--- config.mk ---
export PLATFORM = sky130hd
export DESIGN_NAME = irq_moderator
export DESIGN_NICKNAME = d
export VERILOG_FILES = /design/src/rtl/irqm_pkg.sv /design/src/rtl/irqm_timer.sv /design/src/rtl/irqm_cause.sv /design/src/rtl/irq_moderator.sv
export SDC_FILE = /design/constraint.sdc
export NUM_CORES = 1
export LEC_CHECK = 0
export CORE_UTILIZATION = 54
export DETAILED_ROUTE_END_ITERATION = 8
export PLACE_DENSITY = 0.76
export SYNTH_ARGS = -nofsm -noshare
export SYNTH_HDL_FRONTEND = slang
export SYNTH_SLANG_ARGS = --single-unit
export TNS_END_PERCENT = 20
--- constraint.sdc ---
create_clock -name clk -period 2.4 [get_ports clk]
set_input_delay 0.24 -clock clk [delete_from_list [all_inputs] [get_ports clk]]
set_output_delay 0.24 -clock clk [all_outputs]
set_load 0.03 [all_outputs]
--- src/rtl/irqm_pkg.sv ---
package irqm_pkg;
  localparam int NDELAY   = 4;
  localparam int NTMR_ALL = 5;
  localparam int T_RXPKT  = 0;
  localparam int T_RXABS  = 1;
  localparam int T_TXABS  = 2;
  localparam int T_TXIDL  = 3;
  localparam int T_THR    = 4;

  // Timers whose arm strobe restarts a running count
  function automatic bit rearms(int idx);
    return (idx == T_RXPKT) || (idx == T_TXIDL);
  endfunction

  // Next value of the interrupt line
  function automatic logic line_next(logic enabled_any, logic imm_post,
                                     logic clr, logic line_q, logic thr_busy);
    if (!enabled_any)   return 1'b0;
    else if (imm_post)  return 1'b1;
    else if (clr)       return 1'b0;
    else if (line_q)    return 1'b1;
    else                return !thr_busy;
  endfunction
endpackage

--- src/rtl/irqm_timer.sv ---
module irqm_timer #(
  parameter int TW          = 16,
  parameter int TICK_CYCLES = 128,
  parameter int RESTART     = 1
) (
  input  logic          clk,
  input  logic          rst_n,
  input  logic          load_i,
  input  logic [TW-1:0] val_i,
  input  logic          arm_i,
  output logic          busy_o,
  output logic          expire_o
);
  localparam int PW = (TICK_CYCLES > 1) ? $clog2(TICK_CYCLES) : 1;
  localparam logic [PW-1:0] PRE_TOP = PW'(TICK_CYCLES - 1);

  logic [TW-1:0] val_q, tcnt_q, val_eff;
  logic [PW-1:0] pcnt_q;
  logic          busy_q, expire_q;
  logic          start_w, tick_w, last_w;

  assign val_eff = load_i ? val_i : val_q;
  assign start_w = arm_i && (val_eff != '0) && ((RESTART != 0) || !busy_q);
  assign tick_w  = busy_q && (pcnt_q == '0);
  assign last_w  = tick_w && (tcnt_q == TW'(1));

  always_ff @(posedge clk) begin
    if (!rst_n) begin
      val_q    <= '0;
      tcnt_q   <= '0;
      pcnt_q   <= '0;
      busy_q   <= 1'b0;
      expire_q <= 1'b0;
    end else begin
      if (load_i) val_q <= val_i;
      expire_q <= last_w && !start_w;
      if (start_w) begin
        busy_q <= 1'b1;
        tcnt_q <= val_eff;
        pcnt_q <= PRE_TOP;
      end else if (busy_q) begin
        if (tick_w) begin
          pcnt_q <= PRE_TOP;
          if (last_w) busy_q <= 1'b0;
          else        tcnt_q <= tcnt_q - TW'(1);
        end else begin
          pcnt_q <= pcnt_q - PW'(1);
        end
      end
    end
  end

  assign busy_o   = busy_q;
  assign expire_o = expire_q;
endmodule

--- src/rtl/irqm_cause.sv ---
module irqm_cause import irqm_pkg::*; #(
  parameter int NC = 8
) (
  input  logic          clk,
  input  logic          rst_n,
  input  logic [NC-1:0] post_i,
  input  logic          imm_i,
  input  logic          mask_wr_i,
  input  logic [NC-1:0] mask_val_i,
  input  logic          clr_i,
  input  logic          thr_busy_i,
  output logic [NC-1:0] pend_o,
  output logic [NC-1:0] mask_o,
  output logic          line_o
);
  logic [NC-1:0] pend_q, pend_n, mask_q, mask_n;
  logic          line_q, line_n;
  logic          enabled_any, imm_post;

  assign pend_n      = (clr_i ? '0 : pend_q) | post_i;
  assign mask_n      = mask_wr_i ? mask_val_i : mask_q;
  assign enabled_any = |(pend_n & mask_n);
  assign imm_post    = imm_i && (|(post_i & mask_n));
  assign line_n      = line_next(enabled_any, imm_post, clr_i, line_q, thr_busy_i);

  always_ff @(posedge clk) begin
    if (!rst_n) begin
      pend_q <= '0;
      mask_q <= '0;
      line_q <= 1'b0;
    end else begin
      pend_q <= pend_n;
      mask_q <= mask_n;
      line_q <= line_n;
    end
  end

  assign pend_o = pend_q;
  assign mask_o = mask_q;
  assign line_o = line_q;
endmodule

--- src/rtl/irq_moderator.sv ---
module irq_moderator import irqm_pkg::*; #(
  parameter int NCAUSE      = 8,
  parameter int TW          = 16,
  parameter int TICK_CYCLES = 128,
  parameter int RXT_BIT     = 7,
  parameter int TXDW_BIT    = 0
) (
  input  logic                clk,
  input  logic                rst_n,
  input  logic [NCAUSE-1:0]   cause_i,
  input  logic                imm_i,
  input  logic                mask_wr_i,
  input  logic [NCAUSE-1:0]   mask_val_i,
  input  logic                clr_rd_i,
  input  logic [TW-1:0]       tmr_val_i,
  input  logic [NTMR_ALL-1:0] tmr_load_i,
  input  logic [NDELAY-1:0]   tmr_arm_i,
  output logic                irq_o,
  output logic [NCAUSE-1:0]   cause_o,
  output logic                rx_wb_o,
  output logic                tx_wb_o
);
  function automatic logic [NCAUSE-1:0] timer_causes(logic rx, logic tx);
    logic [NCAUSE-1:0] v;
    v           = '0;
    v[RXT_BIT]  = rx;
    v[TXDW_BIT] = tx;
    return v;
  endfunction

  logic [NDELAY-1:0] dly_expire, dly_busy;
  logic              thr_busy, thr_expire;
  logic [NCAUSE-1:0] post_vec, mask_q;

  for (genvar g = 0; g < NDELAY; g++) begin : g_dly
    irqm_timer #(
      .TW(TW), .TICK_CYCLES(TICK_CYCLES), .RESTART(rearms(g) ? 1 : 0)
    ) u_tmr (
      .clk(clk), .rst_n(rst_n),
      .load_i(tmr_load_i[g]), .val_i(tmr_val_i), .arm_i(tmr_arm_i[g]),
      .busy_o(dly_busy[g]), .expire_o(dly_expire[g])
    );
  end

  irqm_timer #(.TW(TW), .TICK_CYCLES(TICK_CYCLES), .RESTART(1)) u_thr (
    .clk(clk), .rst_n(rst_n),
    .load_i(tmr_load_i[T_THR]), .val_i(tmr_val_i), .arm_i(clr_rd_i),
    .busy_o(thr_busy), .expire_o(thr_expire)
  );

  assign rx_wb_o  = dly_expire[T_RXPKT] | dly_expire[T_RXABS];
  assign tx_wb_o  = dly_expire[T_TXABS] | dly_expire[T_TXIDL];
  assign post_vec = cause_i | timer_causes(rx_wb_o, tx_wb_o);

  irqm_cause #(.NC(NCAUSE)) u_cause (
    .clk(clk), .rst_n(rst_n),
    .post_i(post_vec), .imm_i(imm_i),
    .mask_wr_i(mask_wr_i), .mask_val_i(mask_val_i),
    .clr_i(clr_rd_i), .thr_busy_i(thr_busy),
    .pend_o(cause_o), .mask_o(mask_q), .line_o(irq_o)
  );

  logic unused_ok;
  assign unused_ok = ^{dly_busy, thr_expire};
endmodule

; ---- Yosys cells after proc, flatten, opt, wreduce, memory -nomap -nowiden
; Cells that the tools add are included.
[word_totals]
reg_bits = 221
inputBits = 46
[op_classes]
n_eq_ne = 10
addsub = 10
reduce_logical = 57
mux = 65
bitwise = 6
[ops]
columns = op, n
row1 = two-way mux 16 bit, 25
row2 = two-way mux 7 bit, 15
row3 = "== test 16 x 1 -> 1 bit, second input constant", 5
row4 = nonzero test 16 bit, 5
row5 = "subtractor 16 x 1 -> 16 bit, second input constant", 5
row6 = logical NOT 7 bit, 5
row7 = "subtractor 7 x 1 -> 7 bit, second input constant", 5
row8 = two-way mux 1 bit, 23
row9 = logical AND 1 bit, 22
row10 = nonzero test 2 bit, 10
row11 = bitwise AND 8 bit, 2
row12 = two-way mux 8 bit, 2
row13 = bitwise OR 8 bit, 2
row14 = OR reduction 8 bit, 2
row15 = AND reduction 3 bit, 5
row16 = "!= test 2 x 1 -> 1 bit, second input constant", 5
row17 = logical NOT 1 bit, 7
row18 = bitwise OR 1 bit, 2
row19 = AND reduction 2 bit, 1

; ---- Depth between registers and ports, before layout
; Gate-level depths: netlist (run 1).
[logic_depth]
word_depth = 7
mapped_depth = 9
mapped_depth_nobuf = 8

; ---- Modules after synthesis
; From an unflattened synthesis (run 1), not the netlist that was laid out.
[unflattened]
cells_unflattened = 1243
hier_area_um2 = 11303.3
[by_module_without_submodules]
columns = module, area_per_inst_um2, cells_each, instances, seq_area_each_um2
row1 = irqm_timer (g_dly[1].u_tmr ...), 2153.3, 233, 2, 820.8
row2 = irqm_timer (g_dly[3].u_tmr ...), 2084.5, 233, 2, 820.8
row3 = irqm_timer (g_dly[0].u_tmr), 2074.5, 232, 1, 820.8
row4 = irqm_cause, 728.2, 75, 1, 340.3
row5 = irq_moderator, 25.0, 4, 1, 0.0

; ---- Worst setup path before layout (run 1)
; OpenSTA, ideal clock, no wires.
[synth_timing]
path_type = register -> register
startpoint = reg u_thr.tcnt_q[4]
endpoint = reg u_thr.tcnt_q[1]
setup_ps = 65
setup_slack_ps = 29
required_ps = 2335
arrival_ps = 2306
path_stages_with_launch = 8
path_cell_list = dfxtp_1 -> or4_1 -> clkbuf_1 -> or4_4 -> nand2_1 -> mux2_2 -> mux2_2 -> nor2_1
[synth_via]
elab_chain_len = 4
[synth_lines]
columns = item, line
row1 = start: declaration, irqm_timer.sv:17  ; logic [TW-1:0] val_q, tcnt_q, val_eff;
row2 = start signal: assignment, irqm_timer.sv:39  ; tcnt_q <= val_eff;
row3 = start signal: assignment, irqm_timer.sv:45  ; else tcnt_q <= tcnt_q - TW'(1);
row4 = == test 16 x 1 -> 1 bit, irqm_timer.sv:25  ; assign last_w = tick_w && (tcnt_q == TW'(1));
row5 = logical AND 1 bit, irqm_timer.sv:25
row6 = != test 2 x 1 -> 1 bit (no source line), --
row7 = AND reduction 3 bit (no source line), --
; Every way passes these cells.
; A chain may end at the register's enable or synchronous reset.

; ---- Worst setup path after layout (run 1)
[layout_timing]
startpoint = reg g_dly[0].u_tmr.tcnt_q[3]
endpoint = reg g_dly[0].u_tmr.tcnt_q[12]
[layout_via]
elab_chain_len = 5
elab_cells_between_ends = 9
[layout_lines]
columns = item, line
row1 = start: declaration, irqm_timer.sv:17
row2 = start signal: assignment, irqm_timer.sv:39
row3 = start signal: assignment, irqm_timer.sv:45
row4 = subtractor 16 x 1 -> 16 bit, irqm_timer.sv:45
row5 = two-way mux 16 bit, irqm_timer.sv:44  ; if (last_w) busy_q <= 1'b0;
row6 = two-way mux 16 bit, irqm_timer.sv:42  ; if (tick_w) begin
row7 = two-way mux 16 bit, irqm_timer.sv:41  ; end else if (busy_q) begin
row8 = two-way mux 16 bit, irqm_timer.sv:37  ; if (start_w) begin
; Parallel ways exist; a longest one is shown, timed or not. The select of a mux whose other input is x is not followed.

==> results of run 1 <==
area by class of cell:
cell class | instances | share of cell area
Clock buffer | 28 | 0.0484
Clock inverter | 16 | 0.0200
Inverter | 34 | 0.00960
Multi-Input combinational cell | 911 | 0.447
Sequential cell | 221 | 0.326
Tap cell | 265 | 0.0245
Timing Repair Buffer | 195 | 0.124
flip-flops by register name (all words and copies together) (netlist names):
name and count:
u_cause.pend_o 8, g_dly.u_tmr.tcnt_q 64, g_dly.u_tmr.pcnt_q 28, g_dly.u_tmr.val_q 64
u_cause.line_o 1, u_cause.mask_o 8, u_thr.tcnt_q 16, u_thr.val_q 16
g_dly.u_tmr.expire_o 4, u_thr.busy_o 1, u_thr.pcnt_q 7, g_dly.u_tmr.busy_o 4
per-stage QoR:
step / utilization / area, um2 / hold WS [ps] / std cells
floorplan: - / 10800 / 364 / 1237
global placement: 0.641 / 12500 / 454 / 1625
detailed placement: 0.641 / 12500 / 456 / 1625
CTS: 0.689 / 13500 / 145 / 1669
global route: 0.694 / 13600 / 159 / 1670
finish: 0.694 / 13600 / 148 / 1670
placed cells by master, fill, tap and decap left out, drive strengths merged, types with 17 or more instances in the layout:
cell,synthesis,routed
dfxtp,221,221
nor2,144,144
buf,14,140
nand2,89,89
mux2i,79,79
a21oi,66,66
clkdlybuf4s50,0,55
nor3,47,47
o21ai,46,46
inv,33,34
nor4,29,29
xor2,28,28
nand3,28,28
clkbuf,57,28
a211oi,27,27
nand4,23,23
a31oi,22,22
or4,22,22
xnor2,21,21
mux2,19,19
and2,17,17
worst max-delay path: cells and delay by family (launching register included):
family	cells	cell delay [ps]
flip-flops	1	330
XOR/XNOR	1	160
AO/OA/AOI/OAI	2	570
AND/OR/NAND/NOR	3	1240
worst paths after layout:
| kind | from | end | slack (ps) | depth (start not counted) |
|---|---|---|---|---|
| min reg2reg | g_dly[1].u_tmr.tcnt_q[14]$_SDFFE_PN0P_ | g_dly[1].u_tmr.tcnt_q[14]$_SDFFE_PN0P_ | 470 | 2 |
| max | g_dly[0].u_tmr.tcnt_q[3]$_SDFFE_PN0P_ | g_dly[0].u_tmr.tcnt_q[12]$_SDFFE_PN0P_ | 40 | 6 |
| max reg2reg | g_dly[0].u_tmr.tcnt_q[3]$_SDFFE_PN0P_ | g_dly[0].u_tmr.tcnt_q[12]$_SDFFE_PN0P_ | 40 | 6 |
| min | rst_n | g_dly[3].u_tmr.val_q[15]$_SDFF_PN0_ | 150 | 3 |
metal layers:
layer	routed length [um]	share of wire	global-route usage
met4	1050	0.036	0.105
met1	12600	0.44	0.368
met3	1700	0.059	0.0372
met5	0	0	0
met2	13600	0.47	0.494
synthesized netlist by cell type, drive strengths merged (22+ instances only):
cell type and instances:
nor3 47, a211oi 27, nand3 28, inv 33, nor4 29, a21oi 66
a31oi 22, clkbuf 57, xor2 28, nand4 23, o21ai 46, or4 22
dfxtp 221, mux2i 79, nand2 89, nor2 144
cell families after synthesis:
kind of cell,synth area share
buffers and inverters,0.0370
AND/OR/NAND/NOR,0.229
multiplexers,0.0932
adder cells (fa/ha/maj),0.0174
XOR/XNOR,0.0398
flip-flops,0.410
AO/OA/AOI/OAI,0.173
power by group through the flow:
stage	combinational [uW]	clock, uW	sequential, uW
after global placement	1870	0	4230
after global routing	2150	4490	4210
after floorplan	1190	0	4220
final	1970	4270	4180
after detailed placement	1910	0	4240
after CTS	1930	4320	4170
repair_timing:
item	4_1_cts	5_1_grt
gates resized for setup	2	20
pin swaps	0	4
setup buffers	0	1
setup endpoints to repair	14	40
hold endpoints to repair	0	0
==> key figures, run 1 <==
STA
  • Final Hold Fails: 0
  • Fmax: 423 MHz
  • Final Max Slew Viols: 0
  • Final setup fails: 0
  • Worst slew margin relative to its limit: 0.291
  • Final WS setup: 36.2 ps
  • Period utilisation layout: 0.985
  • Slew @ Worst Pin: approximately 1100 ps
  • TNS Setup: 0 ps
  • Unrepaired setup endpoints after global routing: true
  • Tmin final: approximately 2400 ps
  • Clk_skew: about 35 ps

Synth
  • Syn Area/Cell: ~8.7 um2
  • Synth area leaders: dfxtp_1 (41%), mux2i_1 (7.3%), nor2_1 (5.0%), nand2_1 (3.1%), a21oi_1 (3.1%)
  • Yosys top cell area share: 0.410
  • Ys Warns: 0
  • Sequential area share after synthesis: 0.410
  • Yosys cell types: 78
  • Cell count after synthesis: 1237
  • Yosys top cell by area: dfxtp_1
  • Netlist Area Pre-Place: roughly 11000 um2
  • Post-synth EDFFs: 0
  • Fraction of registers with async set/reset: 0
  • Post-synthesis net count: around 1300
  • Top_reg_cell synth: dfxtp_1
  • FF+latch count, synth: around 220

Cells and area
  • Fillcell total: about 1600
  • Area of the multi-input gates: 6060 um2
  • Antenna cells: 0
  • Nets: between 1000 and 1500
  • Register area: between 4000 and 5000 um2
  • Share of cells above drive strength 1: 0.181
  • Syn-to-layout area delta: 25.8%

Pwr
  • P per Cell Area: between 700 and 800 nW/um2
  • Switching Power: 2840 uW
  • Comb pwr share: 0.189
  • Clock Power Share: 0.410
  • Pwr Total: 10400 uW
  • Worst vdd ir: just over 500 uV
  • Pleak: roughly 0.0057 uW
  • Sw frac: 0.273
  • Flop pwr share: 0.401
  • P_int: between 7000 and 8000 uW

Die
  • Std-Cell Rows: 51
  • Die Height: 143 um
  • Floorplan core area: just under 20000 um2
  • DIE AREA: between 20000 and 25000 um2
  • Initial Util: 0.552
  • Die W: about 140 um
  • Top Ports: 57

Placed design
  • Setup WS pre-CTS: -252 ps
  • Hpwl dp: slightly above 20000 um
  • PortBufs: between 50 and 60
  • GPL Wtd Cong: between 0.8 and 0.9

Global routing
  • Gr usage total: 0.287
  • Largest net degree at the start of global routing: 89
  • Remaining global-route overflow: 0
  • Global-route wire length before repair: between 40000 and 50000 um
  • Vias in the first global route: approximately 9600
  • Initial antenna violation count: 0

Worst setup path
  • Crit path cell chain: or4_4, or2_4, a2111o_1, or4_4, xor2_1, a21boi_1
  • Critical path class: reg -> reg
  • CP required: roughly 2900 ps
  • Crit path arrival time: roughly 2800 ps
  • Crit path top cell by count: or4_4
  • Max stage delay cell, worst path: or4_4
  • Max FO, Critical Path: 4
  • Critical path launch point type: flip-flop
  • Worst Setup End Kind: flip-flop
  • CP peak stage delay: roughly 550 ps

CTS
  • TritonCTS Buffers: 24
  • Clock transition at path regs: around 60 ps
  • Clk root buf: clkbuf_16
  • H-tree Lvls: 1
  • Worst skew pair latency: ~540 ps
  • CTS tree: done
  • # hold bufs at CTS: 0
  • Sink Count: 221
  • Max Root-Sink Buffers: 3

Routing
  • Post-route ant nets: 0
  • Vias per cell: slightly below 6
  • Drt total wl: just under 30000 um
  • DRT iter0 DRCs: 526
  • Total number of vias: 9934
  • WL/cell: about 17 um
  • Residual DRC: 0
  • Drt pass-1 iters: 8

Hold path
  • Worst hold path class: in -> reg

Outcome
  • Status: completed

Flow run
  • Max-Cap Viols: 0
No activity file was read; power rests on OpenSTA's default activity.
==> run 2, diff against run 1 <==
--- a/config.mk
+++ b/config.mk
@@ -7,6 +7,7 @@
 export LEC_CHECK = 0
 export CORE_UTILIZATION = 54
 export DETAILED_ROUTE_END_ITERATION = 8
+export GPL_TIMING_DRIVEN = 0
 export PLACE_DENSITY = 0.76
 export SYNTH_ARGS = -nofsm -noshare
 export SYNTH_HDL_FRONTEND = slang
==> key figures, run 2 (same netlist as run 1, synthesis figures left out) <==
Worst setup path
  • Worst Setup End Kind: flip-flop (unchanged)
  • Buf+Inv Stages, Crit Path: 1 (was 0)
  • Crit path arrival time: 2800 ps (was 2840 ps)
  • Max stage delay cell, worst path: or4b_4 (was or4_4)
  • Critical path class: reg -> reg (unchanged)
  • CP required: 2780 ps (was 2870 ps)
  • Max FO, Critical Path: 8 (was 4)
  • Critical path launch point type: flip-flop (unchanged)
  • Largest delay share family, worst path: simple AND/OR/NAND/NOR gates (unchanged)
  • Crit path cell chain: nor4_4, nor2b_1, clkbuf_4, or4b_4, o31a_1, o211ai_1, o31ai_1 (was or4_4, or2_4, a2111o_1, or4_4, xor2_1, a21boi_1)
  • CP peak stage delay: 540 ps (was 550 ps)

Global routing
  • Gr usage total: 0.300 (was 0.287)
  • Largest net degree at the start of global routing: 14 (was 89)
  • Remaining global-route overflow: 0 (unchanged)
  • Global-route wire length before repair: 48400 um (was 47100 um)
  • Vias in the first global route: 9336 (was 9566)
  • Initial antenna violation count: 1 (was 0)

Placed design
  • Hpwl dp: 21400 um (was 20400 um)
  • Placed insts: 1551 (was 1625)
  • Setup WS pre-CTS: -1020 ps (was -252 ps)
  • GPL Wtd Cong: 0.934 (was 0.880)
  • PortBufs: 49 (was 56)

Outcome
  • Failing checks: negative setup slack
  • Status: finished with violations (was completed)

Hold path
  • Worst hold path class: in -> reg (unchanged)

STA
  • Period utilisation layout: 1.01 (was 0.985)
  • Min Hold Slack: 224 ps (was 148 ps)
  • Slew @ Worst Pin: 1040 ps (was 1060 ps)
  • Final Hold Fails: 0 (unchanged)
  • Final setup fails: 1 (was 0)
  • Clk_skew: 13.1 ps (was 35.3 ps)
  • Worst slew margin relative to its limit: 0.308 (was 0.291)
  • Unrepaired setup endpoints after global routing: true (unchanged)
  • Tmin final: 2420 ps (was 2360 ps)
  • Fmax: 413 MHz (was 423 MHz)
  • Final WS setup: -19.1 ps (was 36.2 ps)
  • Final Max Slew Viols: 0 (unchanged)
  • TNS Setup: -19.1 ps (was 0 ps)

CTS
  • CTS tree: done (unchanged)
  • TritonCTS Buffers: 24 (unchanged)
  • # hold bufs at CTS: 0 (unchanged)
  • Max Root-Sink Buffers: 3 (unchanged)
  • Clock transition at path regs: 60 ps (about the same)
  • Worst skew pair latency: 530 ps (was 540 ps)
  • Clk root buf: clkbuf_16 (unchanged)
  • Sink Count: 221 (unchanged)
  • H-tree Lvls: 1 (unchanged)

Pwr
  • Worst vdd ir: 628 uV (was 508 uV)
  • Pleak: 0.00523 uW (was 0.00570 uW)
  • P per Cell Area: 763 nW/um2 (was 768 nW/um2)
  • Pwr Total: 9890 uW (was 10400 uW)

Die
  • DIE AREA: 20500 um2 (unchanged)
  • Initial Util: 0.552 (unchanged)
  • Die Height: 143 um (unchanged)
  • Floorplan core area: 19500 um2 (unchanged)
  • Std-Cell Rows: 51 (unchanged)
  • Top Ports: 57 (unchanged)
  • Die W: 143 um (unchanged)

Cells and area
  • Most common cell after layout, fill and taps aside: dfxtp_1 (unchanged)
  • Most frequent cells in the layout: dfxtp_1 (220), nor2_1 (141), nand2_1 (88) (was dfxtp_1 (220), nor2_1 (142), buf_4 (132))
  • Non-Filler Instances: 1616 (was 1670)
  • Syn-to-layout area delta: 20.3% (was 25.8%)
  • Top Registers: g_dly.u_tmr.tcnt_q (64), g_dly.u_tmr.val_q (64), g_dly.u_tmr.pcnt_q (28) (unchanged)
  • Antenna cells: 0 (unchanged)
  • Fillcell total: 1603 (was 1569)
  • Nets: 1394 (was 1448)
  • Share of cells above drive strength 1: 0.129 (was 0.181)

Routing
  • Drt total wl: 31300 um (was 29000 um)
  • Vias per cell: 6.21 (was 5.95)
  • DRT iter0 DRCs: 838 (was 526)
  • Drt pass-1 iters: 6 (was 8)
  • WL/cell: 19.4 um (was 17.4 um)
  • Post-route ant nets: 0 (unchanged)
  • Residual DRC: 0 (unchanged)
  • Total number of vias: 10042 (was 9934)

Flow run
  • Max-Cap Viols: 0 (unchanged)
run 2: tightest hold or removal path, stage by stage:
cell      delay [ps]
clkbuf_1         180
clkinv_1         180
nor2_1            90
run 2: layout make-up:
class / instances / area (um2) / area share
plain buffers: 69 / 302 / 0.0233
flip-flops and latches: 221 / 4430 / 0.341
inverters: 34 / 128 / 0.00985
clock inverters: 11 / 148 / 0.0114
multi-input cells: 911 / 6280 / 0.484
well taps: 265 / 332 / 0.0256
repair buffers: 72 / 664 / 0.0513
clock buffers: 33 / 684 / 0.0528
run 2: worst paths after layout:
check             depth (start not counted)  slack (ps)                              startpoint                                     end
setup / recovery                          7         -20   g_dly[3].u_tmr.tcnt_q[5]$_SDFFE_PN0P_  g_dly[3].u_tmr.tcnt_q[14]$_SDFFE_PN0P_
hold reg to reg                           2         470  g_dly[1].u_tmr.tcnt_q[15]$_SDFFE_PN0P_  g_dly[1].u_tmr.tcnt_q[15]$_SDFFE_PN0P_
setup reg to reg                          7         -20   g_dly[3].u_tmr.tcnt_q[5]$_SDFFE_PN0P_  g_dly[3].u_tmr.tcnt_q[14]$_SDFFE_PN0P_
hold / removal                            3         220                                   rst_n      g_dly[1].u_tmr.val_q[0]$_SDFF_PN0_
run 2: power breakdown:
| part | leakage [uW] | switching [uW] | total (uW) | internal [uW] |
|---|---|---|---|---|
| combinational | 0.00299 | 1080 | 1830 | 745 |
| clock | 0.000410 | 1530 | 3860 | 2320 |
| sequential | 0.00183 | 245 | 4200 | 3960 |
run 2: per-layer routing:
| layer | vias to the layer above | global-route usage | wire length (um) |
|---|---|---|---|
| met4 | 2 | 0.119 | 1070 |
| met3 | 100 | 0.0469 | 2440 |
| met5 | - | 0 | 13 |
| met1 | 4750 | 0.390 | 13400 |
| met2 | 474 | 0.498 | 14400 |
| li1 | 4716 | - | - |
run 2: repair_timing:
item                                    4_1_cts  5_1_grt
cloned                                        0        0
gates resized for setup                      45       61
pin swaps                                     2       14
buffers inserted                              2       21
endpoints found under the setup margin      106       94
run 2: through the flow:
| step | utilization | instance area [um2] |
|---|---|---|
| after floorplan | - | 10800 |
| after global placement | 0.594 | 11600 |
| after detailed placement | 0.594 | 11600 |
| after CTS | 0.647 | 12600 |
| after global routing | 0.664 | 13000 |
| final | 0.664 | 13000 |
==> run 3, diff against run 2 <==
--- a/config.mk
+++ b/config.mk
@@ -6,6 +6,7 @@
 export NUM_CORES = 1
 export LEC_CHECK = 0
 export CORE_UTILIZATION = 54
+export CTS_CLUSTER_SIZE = 25
 export DETAILED_ROUTE_END_ITERATION = 8
 export GPL_TIMING_DRIVEN = 0
 export PLACE_DENSITY = 0.76
==> constraint.sdc (replaced) <==
create_clock -name clk -period 2.1 [get_ports clk]
set_input_delay 0.21 -clock clk [delete_from_list [all_inputs] [get_ports clk]]
set_output_delay 0.21 -clock clk [all_outputs]
set_load 0.03 [all_outputs]
==> key figures, run 3 (same netlist as run 1, synthesis figures left out) <==
CTS
  • Sink Count: 221 (unchanged)
  • TritonCTS Buffers: 25 (was 24)
  • Clk root buf: clkbuf_16 (unchanged)
  • Clock transition at path regs: 60 ps (about the same)
  • CTS tree: done (unchanged)
  • H-tree Lvls: 1 (unchanged)
  • # hold bufs at CTS: 0 (unchanged)
  • Max Root-Sink Buffers: 3 (unchanged)
  • Worst skew pair latency: 520 ps (was 530 ps)

Hold path
  • Worst hold path class: in -> reg (unchanged)
  • Worst hold stages: 3 (unchanged)
  • Hold wc startpoint: rst_n (unchanged)
  • Hold Crit Endpoint: g_dly[1].u_tmr.val_q[0]$_SDFF_PN0_ (unchanged)

Die
  • Die W: 143 um (unchanged)
  • Top Ports: 57 (unchanged)
  • Floorplan core area: 19500 um2 (unchanged)
  • Std-Cell Rows: 51 (unchanged)
  • Initial Util: 0.552 (unchanged)
  • Die Height: 143 um (unchanged)
  • DIE AREA: 20500 um2 (unchanged)

Cells and area
  • Syn-to-layout area delta: 28.1% (was 20.3%)
  • Antenna cells: 0 (unchanged)
  • Share of cells above drive strength 1: 0.217 (was 0.129)
  • Non-Filler Instances: 1643 (was 1616)
  • Most common cell after layout, fill and taps aside: dfxtp_1 (unchanged)
  • Most frequent cells in the layout: dfxtp_1 (200), nor2_1 (135), nand2_1 (86) (was dfxtp_1 (220), nor2_1 (141), nand2_1 (88))
  • Final instance area: 13800 um2 (was 13000 um2)
  • Layout Utilization: 0.707 (was 0.664)
  • Nets: 1423 (was 1394)
  • Top Registers: g_dly.u_tmr.tcnt_q (64), g_dly.u_tmr.val_q (64), g_dly.u_tmr.pcnt_q (28) (unchanged)

Outcome
  • Status: finished with violations (unchanged)
  • Failing checks: negative setup slack (unchanged)

Global routing
  • Largest net degree at the start of global routing: 13 (was 14)
  • Initial antenna violation count: 0 (was 1)
  • Remaining global-route overflow: 0 (unchanged)
  • Gr usage total: 0.317 (was 0.300)
  • Global-route wire length before repair: 50700 um (was 48400 um)
  • Vias in the first global route: 9511 (was 9336)

STA
  • Period utilisation layout: 1.10 (was 1.01)
  • Final WS setup: -215 ps (was -19.1 ps)
  • Tmin final: 2320 ps (was 2420 ps)
  • Final Max Slew Viols: 0 (unchanged)
  • Final Hold Fails: 0 (unchanged)
  • Slew @ Worst Pin: 1130 ps (was 1040 ps)
  • Unrepaired setup endpoints after global routing: true (unchanged)
  • Fmax: 432 MHz (was 413 MHz)
  • Final setup fails: 65 (was 1)
  • Min Hold Slack: 189 ps (was 224 ps)
  • Clk_skew: 16.3 ps (was 13.1 ps)
  • Worst slew margin relative to its limit: 0.246 (was 0.308)

Routing
  • Total number of vias: 10292 (was 10042)
  • Drt total wl: 33500 um (was 31300 um)
  • Drt pass-1 iters: 5 (was 6)
  • WL/cell: 20.4 um (was 19.4 um)
  • Vias per cell: 6.26 (was 6.21)
  • Residual DRC: 0 (unchanged)
  • Post-route ant nets: 0 (unchanged)
  • DRT iter0 DRCs: 925 (was 838)

Placed design
  • PortBufs: 49 (unchanged)
  • Placed inst area: 11700 um2 (was 11600 um2)
  • GPL Wtd Cong: 0.972 (was 0.934)
  • Placed insts: 1551 (unchanged)
  • Setup WS pre-CTS: -1250 ps (was -1020 ps)
  • Hpwl dp: 22000 um (was 21400 um)

Flow run
  • Max-Cap Viols: 0 (unchanged)

Worst setup path
  • Worst reg2reg setup slack: -220 ps (was -20 ps)
  • Max FO, Critical Path: 5 (was 8)
  • CP required: 2510 ps (was 2780 ps)
  • Worst r2r dst: u_thr.tcnt_q[7]$_SDFFE_PN0P_ (was g_dly[3].u_tmr.tcnt_q[14]$_SDFFE_PN0P_)
  • Worst r2r src: u_thr.tcnt_q[13]$_SDFFE_PN0P_ (was g_dly[3].u_tmr.tcnt_q[5]$_SDFFE_PN0P_)
  • Critical path class: reg -> reg (unchanged)
  • Crit path arrival time: 2730 ps (was 2800 ps)
  • R2R depth: 7 (unchanged)
  • Critical path launch point type: flip-flop (unchanged)
  • Worst Setup End Kind: flip-flop (unchanged)

Pwr
  • Sw frac: 0.294 (was 0.290)
  • Flop pwr share: 0.416 (was 0.425)
  • P per Cell Area: 843 nW/um2 (was 763 nW/um2)
  • Comb pwr share: 0.205 (was 0.185)
  • Clock Power Share: 0.379 (was 0.390)
  • Pleak: 0.00552 uW (was 0.00523 uW)
  • Switching Power: 3420 uW (was 2860 uW)
  • Worst vdd ir: 763 uV (was 628 uV)
  • P_int: 8230 uW (was 7030 uW)
run 3: cell count changes in the layout (fill, tap and decap cells not counted), sizes merged:
cell,change
clkdlybuf4s50,-3
dlygate4sd2,+6
clkbuf,-1
bufinv,-1
dlymetal6s2s,-3
clkinv,-3
buf,+32
run 3: per-layer routing:
| layer | part of all wire | vias up | GRT usage | wire length, um |
|---|---|---|---|---|
| li1 | - | 4780 | - | - |
| met1 | 0.42 | 4930 | 0.408 | 14000 |
| met2 | 0.46 | 470 | 0.532 | 15600 |
| met3 | 0.082 | 112 | 0.0496 | 2740 |
| met4 | 0.037 | 0 | 0.122 | 1250 |
| met5 | 0 | - | 0 | 0 |
run 3: power by group through the flow:
stage / Sequential (uW) / Clock, uW / Combinational (uW)
2_1_floorplan: 4830 / 0 / 1390
3_3_place_gp: 4860 / 0 / 1920
3_5_place_dp: 4870 / 0 / 1950
4_1_cts: 4810 / 4420 / 2160
5_1_grt: 4880 / 4590 / 2590
6_report: 4850 / 4410 / 2390
run 3: timing repair:
action                     4_1_cts  5_1_grt
pin swaps                       32       41
resized for setup              125      101
gates cloned                     2        2
setup endpoints to repair      123      101
setup buffers                   25       26
run 3: worst max-delay path: stages (launching register included):
cell and delay [ps]:
dfxtp_2 340, or4_1 540, or4_4 630, buf_8 170, nand4_1 110, xor2_1 200, nand2_1 80, and3_1 160
run 3: worst max-delay path by stage:
stage,start,to,slack (ps)
floorplan,g_dly[0].u_tmr.pcnt_q[0]$_SDFFE_PN0P_,g_dly[0].u_tmr.tcnt_q[12]$_SDFFE_PN0P_,-170
global placement,tmr_val_i[8],g_dly[2].u_tmr.tcnt_q[1]$_SDFFE_PN0P_,-1230
detailed placement,tmr_val_i[14],g_dly[2].u_tmr.tcnt_q[1]$_SDFFE_PN0P_,-1250
CTS,g_dly[0].u_tmr.tcnt_q[5]$_SDFFE_PN0P_,g_dly[0].u_tmr.tcnt_q[12]$_SDFFE_PN0P_,-220
global route,g_dly[0].u_tmr.tcnt_q[5]$_SDFFE_PN0P_,g_dly[0].u_tmr.tcnt_q[12]$_SDFFE_PN0P_,-270
finish,u_thr.tcnt_q[13]$_SDFFE_PN0P_,u_thr.tcnt_q[7]$_SDFFE_PN0P_,-220
run 3: stage by stage:
stage	setup TNS, ps	total power [uW]
CTS	-3190	11400
finish	-4510	11600
global route	-10950	12100
floorplan	-1120	6230
detailed placement	-115390	6830
global placement	-113120	6780
run 3: area by class of cell:
cell class	count	area (um2)
inverters	34	133
flip-flops and latches	221	4460
fillers	1453	5720
plain buffers	65	358
well taps	265	332
multi-input cells	911	6740
clock buffers	36	737
clock inverters	7	87.6
repair buffers	104	956
